==> config.mk <==
export PLATFORM = sky130hd
export DESIGN_NAME = swd_xact_engine
export DESIGN_NICKNAME = d
export VERILOG_FILES = /design/src/rtl/swd_xact_pkg.sv /design/src/rtl/swd_clk_phase.sv /design/src/rtl/swd_seg_shifter.sv /design/src/rtl/swd_xact_ctrl.sv /design/src/rtl/swd_xact_engine.sv
export SDC_FILE = /design/constraint.sdc
export NUM_CORES = 1
export LEC_CHECK = 0
export CAP_MARGIN = 30
export CORE_ASPECT_RATIO = 0.8
export CORE_MARGIN = 4
export CORE_UTILIZATION = 38
export DETAILED_ROUTE_END_ITERATION = 7
export GPL_ROUTABILITY_DRIVEN = 0
export PLACE_DENSITY_LB_ADDON = 0.25
export REMOVE_ABC_BUFFERS = 1
export SYNTH_ARGS = -nofsm -noshare
export SYNTH_HDL_FRONTEND = slang
export SYNTH_SLANG_ARGS = --single-unit
==> constraint.sdc <==
create_clock -name clk -period 3.5 [get_ports clk]
set_input_delay 0.7 -clock clk [delete_from_list [all_inputs] [get_ports clk]]
set_output_delay 0.7 -clock clk [all_outputs]
set_load 0.005 [all_outputs]
==> src/rtl/swd_xact_pkg.sv <==
package swd_xact_pkg;

  localparam int WORD_W     = 32;
  localparam int SHIFT_W    = WORD_W + 1;
  localparam int CAP_W      = 38;
  localparam int HDR_BITS   = 8;
  localparam int RD_TAIL    = 38;
  localparam int WR_GAP     = 5;
  localparam int FLUSH_BITS = 8;
  localparam int PAT_BITS   = 16;

  typedef enum logic [2:0] {
    OP_READ   = 3'd0,
    OP_WRITE  = 3'd1,
    OP_FLUSH  = 3'd2,
    OP_LRESET = 3'd3,
    OP_TO_SWD = 3'd4
  } swd_op_e;

  localparam logic [2:0]        ACK_OK      = 3'b001;
  localparam logic [2:0]        ACK_WAIT    = 3'b010;
  localparam logic [3:0]        STS_OK      = 4'h0;
  localparam logic [3:0]        STS_PARITY  = 4'h8;
  localparam logic [WORD_W-1:0] STICKY_WIPE = 32'h0000_001E;
  localparam logic [15:0]       TO_SWD_PAT  = 16'hE79E;

  function automatic logic [7:0] hdr_byte(input logic ap, input logic rd,
                                          input logic [1:0] a);
    return {1'b1, 1'b0, ap ^ rd ^ a[0] ^ a[1], a[1], a[0], rd, ap, 1'b1};
  endfunction

  function automatic logic word_par(input logic [WORD_W-1:0] w);
    return ^w;
  endfunction

endpackage

==> src/rtl/swd_clk_phase.sv <==
module swd_clk_phase #(
  parameter int HALF_CYC = 1
) (
  input  logic clk,
  input  logic rst_n,
  input  logic run,
  output logic swclk,
  output logic rise,
  output logic fall
);
  localparam int CW = (HALF_CYC > 1) ? $clog2(HALF_CYC) : 1;
  localparam logic [CW-1:0] LAST = CW'(HALF_CYC - 1);

  logic [CW-1:0] cnt;
  logic          ph;
  logic          step;

  assign step  = run && (cnt == LAST);
  assign swclk = ph;
  assign rise  = step && !ph;
  assign fall  = step && ph;

  always_ff @(posedge clk or negedge rst_n) begin
    if (!rst_n) begin
      ph  <= 1'b0;
      cnt <= '0;
    end else if (!run) begin
      ph  <= 1'b0;
      cnt <= '0;
    end else if (step) begin
      ph  <= ~ph;
      cnt <= '0;
    end else begin
      cnt <= cnt + 1'b1;
    end
  end
endmodule

==> src/rtl/swd_seg_shifter.sv <==
module swd_seg_shifter #(
  parameter int SH_W  = 33,
  parameter int CNT_W = 8,
  parameter int CAP_W = 38
) (
  input  logic             clk,
  input  logic             rst_n,
  input  logic             load,
  input  logic [CNT_W-1:0] ld_len,
  input  logic             ld_drive,
  input  logic             ld_fill,
  input  logic [SH_W-1:0]  ld_data,
  input  logic             rise,
  input  logic             fall,
  input  logic             din,
  output logic             active,
  output logic             dout,
  output logic             doe,
  output logic             seg_done,
  output logic [CAP_W-1:0] cap
);
  logic [SH_W-1:0]  sh;
  logic [CNT_W-1:0] left;
  logic             drive;
  logic             fill;

  assign seg_done = active && fall && (left == CNT_W'(1));
  assign dout     = active ? sh[0] : 1'b0;
  assign doe      = active ? drive : 1'b1;

  always_ff @(posedge clk or negedge rst_n) begin
    if (!rst_n) begin
      sh     <= '0;
      left   <= '0;
      drive  <= 1'b1;
      fill   <= 1'b0;
      active <= 1'b0;
    end else if (load) begin
      sh     <= ld_data;
      left   <= ld_len;
      drive  <= ld_drive;
      fill   <= ld_fill;
      active <= 1'b1;
    end else if (active && fall) begin
      sh   <= {fill, sh[SH_W-1:1]};
      left <= left - 1'b1;
      if (left == CNT_W'(1)) active <= 1'b0;
    end
  end

  always_ff @(posedge clk or negedge rst_n) begin
    if (!rst_n) cap <= '0;
    else if (active && !drive && rise) cap <= {din, cap[CAP_W-1:1]};
  end
endmodule

==> src/rtl/swd_xact_ctrl.sv <==
module swd_xact_ctrl
  import swd_xact_pkg::*;
#(
  parameter int DELAY_W  = 8,
  parameter int SEQ_ONES = 50,
  parameter int CNT_W    = 8
) (
  input  logic               clk,
  input  logic               rst_n,
  input  logic               req_valid,
  output logic               req_ready,
  input  logic [2:0]         req_op,
  input  logic               req_ap,
  input  logic [1:0]         req_addr,
  input  logic [WORD_W-1:0]  req_wdata,
  input  logic [DELAY_W-1:0] ap_delay,
  output logic               rsp_valid,
  input  logic               rsp_ready,
  output logic [WORD_W-1:0]  rsp_rdata,
  output logic [3:0]         rsp_status,
  input  logic               seg_done,
  input  logic [CAP_W-1:0]   cap,
  output logic               ld,
  output logic [CNT_W-1:0]   ld_len,
  output logic               ld_drive,
  output logic               ld_fill,
  output logic [SHIFT_W-1:0] ld_data
);
  typedef enum logic [3:0] {
    S_IDLE, S_HDR, S_RDF, S_WGAP, S_WDAT, S_POST,
    S_FLUSH, S_ONES1, S_PAT, S_ONES2, S_RSP
  } st_e;

  // positions inside the capture window after the last released segment
  localparam int RD_ACK_LO = 1;
  localparam int RD_DAT_LO = 4;
  localparam int RD_PAR    = 36;
  localparam int WR_ACK_LO = 34;

  st_e                st_q, st_d;
  swd_op_e            op_q;
  logic               ap_q;
  logic [1:0]         addr_q;
  logic [WORD_W-1:0]  wdata_q, rdata_q, rdata_d;
  logic [DELAY_W-1:0] delay_q;
  logic [3:0]         sts_q, sts_d;
  logic               abort_q, abort_d;
  logic               take;
  logic [2:0]         ack;
  logic [WORD_W-1:0]  rd_word;
  logic [WORD_W-1:0]  out_word;
  logic               cur_rd;

  assign req_ready  = (st_q == S_IDLE);
  assign rsp_valid  = (st_q == S_RSP);
  assign rsp_rdata  = rdata_q;
  assign rsp_status = sts_q;
  assign take       = req_valid && req_ready;
  assign ack        = (st_q == S_RDF) ? cap[RD_ACK_LO +: 3] : cap[WR_ACK_LO +: 3];
  assign rd_word    = cap[RD_DAT_LO +: WORD_W];
  assign out_word   = abort_q ? STICKY_WIPE : wdata_q;
  assign cur_rd     = !abort_q && (op_q == OP_READ);

  always_comb begin
    st_d     = st_q;
    sts_d    = sts_q;
    rdata_d  = rdata_q;
    abort_d  = abort_q;
    ld       = 1'b0;
    ld_len   = '0;
    ld_drive = 1'b1;
    ld_fill  = 1'b0;
    ld_data  = '0;
    unique case (st_q)
      S_IDLE: if (req_valid) begin
        unique case (swd_op_e'(req_op))
          OP_READ, OP_WRITE: begin
            if (sts_q != STS_OK) st_d = S_RSP;
            else begin
              ld      = 1'b1;
              ld_len  = CNT_W'(HDR_BITS);
              ld_data = SHIFT_W'(hdr_byte(req_ap, req_op == OP_READ, req_addr));
              st_d    = S_HDR;
            end
          end
          OP_FLUSH: begin
            ld       = 1'b1;
            ld_len   = CNT_W'(FLUSH_BITS);
            ld_drive = 1'b0;
            st_d     = S_FLUSH;
          end
          OP_LRESET, OP_TO_SWD: begin
            ld      = 1'b1;
            ld_len  = CNT_W'(SEQ_ONES);
            ld_fill = 1'b1;
            ld_data = '1;
            st_d    = (req_op == OP_LRESET) ? S_ONES2 : S_ONES1;
          end
          default: st_d = S_RSP;
        endcase
      end
      S_HDR: if (seg_done) begin
        ld       = 1'b1;
        ld_drive = 1'b0;
        ld_len   = cur_rd ? CNT_W'(RD_TAIL) : CNT_W'(WR_GAP);
        st_d     = cur_rd ? S_RDF : S_WGAP;
      end
      S_WGAP: if (seg_done) begin
        ld      = 1'b1;
        ld_len  = CNT_W'(SHIFT_W);
        ld_data = {word_par(out_word), out_word};
        st_d    = S_WDAT;
      end
      S_RDF, S_WDAT: if (seg_done) begin
        if (ack == ACK_OK) begin
          if (st_q == S_RDF && cap[RD_PAR] != word_par(rd_word)) begin
            sts_d = STS_PARITY;
            st_d  = S_RSP;
          end else if (abort_q) begin
            abort_d = 1'b0;
            ld      = 1'b1;
            ld_len  = CNT_W'(HDR_BITS);
            ld_data = SHIFT_W'(hdr_byte(ap_q, op_q == OP_READ, addr_q));
            st_d    = S_HDR;
          end else begin
            if (st_q == S_RDF) rdata_d = rd_word;
            if (ap_q && delay_q != '0) begin
              ld       = 1'b1;
              ld_drive = 1'b0;
              ld_len   = CNT_W'(delay_q);
              st_d     = S_POST;
            end else begin
              st_d = S_RSP;
            end
          end
        end else if (ack == ACK_WAIT) begin
          abort_d = 1'b1;
          ld      = 1'b1;
          ld_len  = CNT_W'(HDR_BITS);
          ld_data = SHIFT_W'(hdr_byte(1'b0, 1'b0, 2'b00));
          st_d    = S_HDR;
        end else begin
          sts_d   = {1'b0, ack};
          abort_d = 1'b0;
          st_d    = S_RSP;
        end
      end
      S_ONES1: if (seg_done) begin
        ld      = 1'b1;
        ld_len  = CNT_W'(PAT_BITS);
        ld_data = SHIFT_W'(TO_SWD_PAT);
        st_d    = S_PAT;
      end
      S_PAT: if (seg_done) begin
        ld      = 1'b1;
        ld_len  = CNT_W'(SEQ_ONES);
        ld_fill = 1'b1;
        ld_data = '1;
        st_d    = S_ONES2;
      end
      S_POST, S_FLUSH, S_ONES2: if (seg_done) st_d = S_RSP;
      S_RSP: if (rsp_ready) begin
        st_d = S_IDLE;
        if (op_q == OP_FLUSH) sts_d = STS_OK;
      end
      default: st_d = S_IDLE;
    endcase
  end

  always_ff @(posedge clk or negedge rst_n) begin
    if (!rst_n) begin
      st_q    <= S_IDLE;
      sts_q   <= STS_OK;
      rdata_q <= '0;
      abort_q <= 1'b0;
      op_q    <= OP_READ;
      ap_q    <= 1'b0;
      addr_q  <= '0;
      wdata_q <= '0;
      delay_q <= '0;
    end else begin
      st_q    <= st_d;
      sts_q   <= sts_d;
      rdata_q <= rdata_d;
      abort_q <= abort_d;
      if (take) begin
        op_q    <= swd_op_e'(req_op);
        ap_q    <= req_ap;
        addr_q  <= req_addr;
        wdata_q <= req_wdata;
        delay_q <= ap_delay;
      end
    end
  end
endmodule

==> src/rtl/swd_xact_engine.sv <==
module swd_xact_engine
  import swd_xact_pkg::*;
#(
  parameter int HALF_CYC = 1,
  parameter int DELAY_W  = 8,
  parameter int SEQ_ONES = 50
) (
  input  logic               clk,
  input  logic               rst_n,
  input  logic               req_valid,
  output logic               req_ready,
  input  logic [2:0]         req_op,
  input  logic               req_ap,
  input  logic [1:0]         req_addr,
  input  logic [31:0]        req_wdata,
  input  logic [DELAY_W-1:0] ap_delay,
  output logic               rsp_valid,
  input  logic               rsp_ready,
  output logic [31:0]        rsp_rdata,
  output logic [3:0]         rsp_status,
  output logic               swclk,
  output logic               swdio_out,
  output logic               swdio_oe,
  input  logic               swdio_in
);
  localparam int DLY_MAX = (1 << DELAY_W) - 1;
  localparam int LEN_A   = (DLY_MAX > SEQ_ONES) ? DLY_MAX : SEQ_ONES;
  localparam int LEN_MAX = (LEN_A > RD_TAIL) ? LEN_A : RD_TAIL;
  localparam int CNT_W   = $clog2(LEN_MAX + 1);

  logic               run, rise, fall;
  logic               seg_done, ld, ld_drive, ld_fill;
  logic [CNT_W-1:0]   ld_len;
  logic [SHIFT_W-1:0] ld_data;
  logic [CAP_W-1:0]   cap;

  swd_clk_phase #(.HALF_CYC(HALF_CYC)) u_phase (
    .clk(clk), .rst_n(rst_n), .run(run),
    .swclk(swclk), .rise(rise), .fall(fall)
  );

  swd_seg_shifter #(.SH_W(SHIFT_W), .CNT_W(CNT_W), .CAP_W(CAP_W)) u_shift (
    .clk(clk), .rst_n(rst_n), .load(ld), .ld_len(ld_len),
    .ld_drive(ld_drive), .ld_fill(ld_fill), .ld_data(ld_data),
    .rise(rise), .fall(fall), .din(swdio_in),
    .active(run), .dout(swdio_out), .doe(swdio_oe),
    .seg_done(seg_done), .cap(cap)
  );

  swd_xact_ctrl #(.DELAY_W(DELAY_W), .SEQ_ONES(SEQ_ONES), .CNT_W(CNT_W)) u_ctrl (
    .clk(clk), .rst_n(rst_n),
    .req_valid(req_valid), .req_ready(req_ready), .req_op(req_op),
    .req_ap(req_ap), .req_addr(req_addr), .req_wdata(req_wdata),
    .ap_delay(ap_delay),
    .rsp_valid(rsp_valid), .rsp_ready(rsp_ready),
    .rsp_rdata(rsp_rdata), .rsp_status(rsp_status),
    .seg_done(seg_done), .cap(cap),
    .ld(ld), .ld_len(ld_len), .ld_drive(ld_drive),
    .ld_fill(ld_fill), .ld_data(ld_data)
  );
endmodule

==> flow_metrics.env <==
export IMPL_drt_drc_violations_left=0
export IMPL_asyncSetResetFlopFracSynth_pct=100
export IMPL_die_w_um=175
export IMPL_post_cts_resized_instances=0
export IMPL_grt_pass1_vias=5844
export IMPL_synth_area_top_cells="sky130_fd_sc_hd__dfrtp_1 50%, sky130_fd_sc_hd__mux2_2 15%, sky130_fd_sc_hd__xnor2_1 6.1%"
export IMPL_place_hpwl_um=13100
export IMPL_critical_path_reg2reg_startpoint="u_shift.cap[16]"
export IMPL_grt_max_degree=76
export IMPL_final_min_period_over_clock_period_pct=86.0
export IMPL_drtAntennaViolNets=0
export IMPL_cp_arrival_ns=2.31
export IMPL_net_switching_power_w=0.00304
export IMPL_pwr_density_cell_mw_per_mm2=808
export IMPL_boundaryPins=92
export IMPL_yosys_most_used_dff="sky130_fd_sc_hd__dfrtp_1"
export IMPL_slowest_library_cell_on_the_worst_path="sky130_fd_sc_hd__dfrtp_1"
export IMPL_nNetsFinal=866
export IMPL_crit_reg2reg_capture="u_shift.drive"
export IMPL_via_count=5790
export IMPL_placed_cells=1094
export IMPL_power_share_switching_pct=36.4
export IMPL_clk_pin_slew_ns=0.08
export IMPL_portBuffers=91
export IMPL_synth_cell_area_mm2=0.00843
export IMPL_timing_hold_violations_final=0
export IMPL_clock_fmax_mhz=332
export IMPL_initial_utilization_pct=38.9
export IMPL_power_frac_seq_pct=37.4
export IMPL_core_rowCount=48
export IMPL_cts_hold_fix_buffers=0
export IMPL_start_kind="register"
export IMPL_ys_types=61
export IMPL_maxCapViolCount=0
export IMPL_synth_seq_area_share_pct=50.5
export IMPL_clockRootBuffer="sky130_fd_sc_hd__clkbuf_16"
export IMPL_tritoncts_num_sinks=170
export IMPL_power_frac_clock_pct=22.3
export IMPL_height_of_the_die_um=141
export IMPL_global_route_overflow_total=0
export IMPL_cp_top_family="flip-flops"
export IMPL_max_stage_delay_on_crit_path_ns=0.65
export IMPL_p_int_w=0.00532
export IMPL_drt_first_pass_iters=4
export IMPL_wire_length_of_the_first_global_routing_pass_um=31600
export IMPL_cp_cell_sequence="nor4_2, clkdlybuf4s50_1"
export IMPL_final_layout_size_suffix_gt1_share_pct=21.9
export IMPL_synth_edf_count=0
export IMPL_fin_worst_skew_ns=0.0187
export IMPL_wl_um=18900
export IMPL_h_tree_depth=4
export IMPL_comb_power_share_pct=40.3
export IMPL_clk_latency_ns=0.44
export IMPL_drt_iter0_drc=481
export IMPL_period_minus_slack_ns=3.01
export IMPL_worstMarginPinSlew_ns=0.738
export IMPL_critPathBufInv=1
export IMPL_yosys_warnings=0
export IMPL_mostFrequentLayoutCell="sky130_fd_sc_hd__dfrtp_1"
export IMPL_slew_headroom_pct=50.8
export IMPL_area_growth_pct=22.7
export IMPL_path_max_fanout=21
export IMPL_worst_setup_path_end_kind="output port"
export IMPL_critical_path_class="reg2out"
export IMPL_synthCells=724
export IMPL_placeableCoreArea_mm2=0.0217
export IMPL_finalSetupTns_ns=0
export IMPL_synth_avg_cell_area_um2=11.6
export IMPL_top_library_cells_by_usage_in_the_layout_fill_and_taps_aside="169 x sky130_fd_sc_hd__dfrtp_1, 110 x sky130_fd_sc_hd__mux2_2, 90 x sky130_fd_sc_hd__clkdlybuf4s50_1, 59 x sky130_fd_sc_hd__xnor2_1, 59 x sky130_fd_sc_hd__a21oi_1"
export IMPL_n_antenna_cell=0
export IMPL_final_cells=1126
export IMPL_cts_setup_buffers=0
export IMPL_synthesis_stage_register_bit_count=170
export IMPL_die_area_mm2=0.0247
export IMPL_synth_top_cell_area_share_pct=50.2
export IMPL_vias_per_cell=5.14
export IMPL_synthDominantAreaCellType="sky130_fd_sc_hd__dfrtp_1"
export IMPL_regToRegSetupSlack_ns=0.61
export IMPL_tritoncts_clock_tree="built"
export IMPL_ir_drop_mv=0.534
export IMPL_cts_buffers=17
export IMPL_initial_antenna_violation_count=1
export IMPL_cts_root_to_sink_buffers=2
export IMPL_routedWlPerCell_um=16.8
export IMPL_cellLeakagePower_nw=4.54
export IMPL_hold_class="in2async"
export IMPL_grt_setup_unrepaired="false"
export IMPL_drv_slew=0
export IMPL_setup_violations=0
export IMPL_outcome="finished, final reports clean"
export IMPL_timing_critical_path_required_ns=2.80
export IMPL_globalRouteTotalUtil_pct=15.8
export IMPL_timing_reg2reg_worst_path_depth=8
==> cell families (layout without fill, tap and decap cells) <==
kind of cell    count (synthesis)  count (layout)  share of synthesized area, %
fa+ha+maj                       2               2                         0.297
xor+xnor                       73              73                          8.01
buf+inv                        49             151                          2.39
mux                           152             152                          19.8
other cells                     1               1                        0.0445
compound gates                148             148                          10.7
flops                         170             170                          50.5
simple gates                  129             129                          8.32
==> cell usage after synthesis, drive strengths merged (11+ instances only) <==
library cell and instances:
a21oi 59, buf 13, clkbuf 30, dfrtp 169, mux2 115, mux2i 37, nand2 19, nor2 35
nor3 13, o21ai 37, xnor2 60, xor2 11
==> power groups by stage <==
| stage | registers, W | logic [W] | clock network (W) |
|---|---|---|---|
| after floorplan | 0.00302 | 0.00260 | 0 |
| after global placement | 0.00316 | 0.00335 | 0 |
| after detailed placement | 0.00317 | 0.00338 | 0 |
| after CTS | 0.00313 | 0.00341 | 0.00192 |
| after global routing | 0.00322 | 0.00373 | 0.00199 |
| final | 0.00313 | 0.00337 | 0.00186 |
==> through the flow <==
stage	power [W]	utilization [%]	area (um2)	setup WS, ns	hold slack [ns]
floorplan	0.00562	-	8250	-0.305	0.404
global placement	0.00652	45.0	9750	0.587	0.487
detailed placement	0.00655	45.0	9760	0.593	0.487
CTS	0.00846	47.7	10300	0.509	0.304
global route	0.00894	47.7	10300	0.358	0.330
finish	0.00836	47.7	10300	0.491	0.265
==> layout make-up <==
type	instances	area (um2)
fill	2022	11300
inverter	6	22.5
sequential	170	4260
clock inverter	14	145
multi-input combinational	505	3990
tap	300	375
timing repair buffer	113	1120
clock buffer	18	439
==> layer usage <==
metal	vias to the layer above	track usage, %	share of wire, %
met5	-	0	0.079
met4	2	5.00	1.1
met3	18	3.38	4.2
met2	111	23.1	44
met1	2874	23.5	50
li1	2785	-	-
==> how the worst max path moves through the flow <==
stage	from	end	slack, ns	cells past startpoint
final	u_ctrl.st_q[2]	req_ready	0.49	2
after global routing	u_ctrl.st_q[2]	req_ready	0.36	2
after CTS	u_ctrl.st_q[2]	req_ready	0.51	2
after global placement	req_op[1]	u_shift.left[5]	0.59	9
after floorplan	u_ctrl.st_q[3]	u_ctrl.rsp_rdata[0]	-0.30	6
after detailed placement	req_op[1]	u_shift.left[5]	0.59	9
==> flip-flops by register name (all words and copies together), names as in the netlist <==
name / flops
u_ctrl.delay_q: 8
u_ctrl.ap_q: 1
u_ctrl.rsp_status: 4
u_shift.fill: 1
u_shift.drive: 1
u_ctrl.addr_q: 2
u_ctrl.rsp_rdata: 32
u_shift.left: 8
u_shift.cap: 37
u_ctrl.st_q: 4
u_ctrl.op_q: 3
u_shift.active: 1
u_ctrl.abort_q: 1
u_shift.sh: 33
u_ctrl.wdata_q: 32
u_phase.cnt: 1
u_phase.swclk: 1
(Power assumes the default switching activity.)
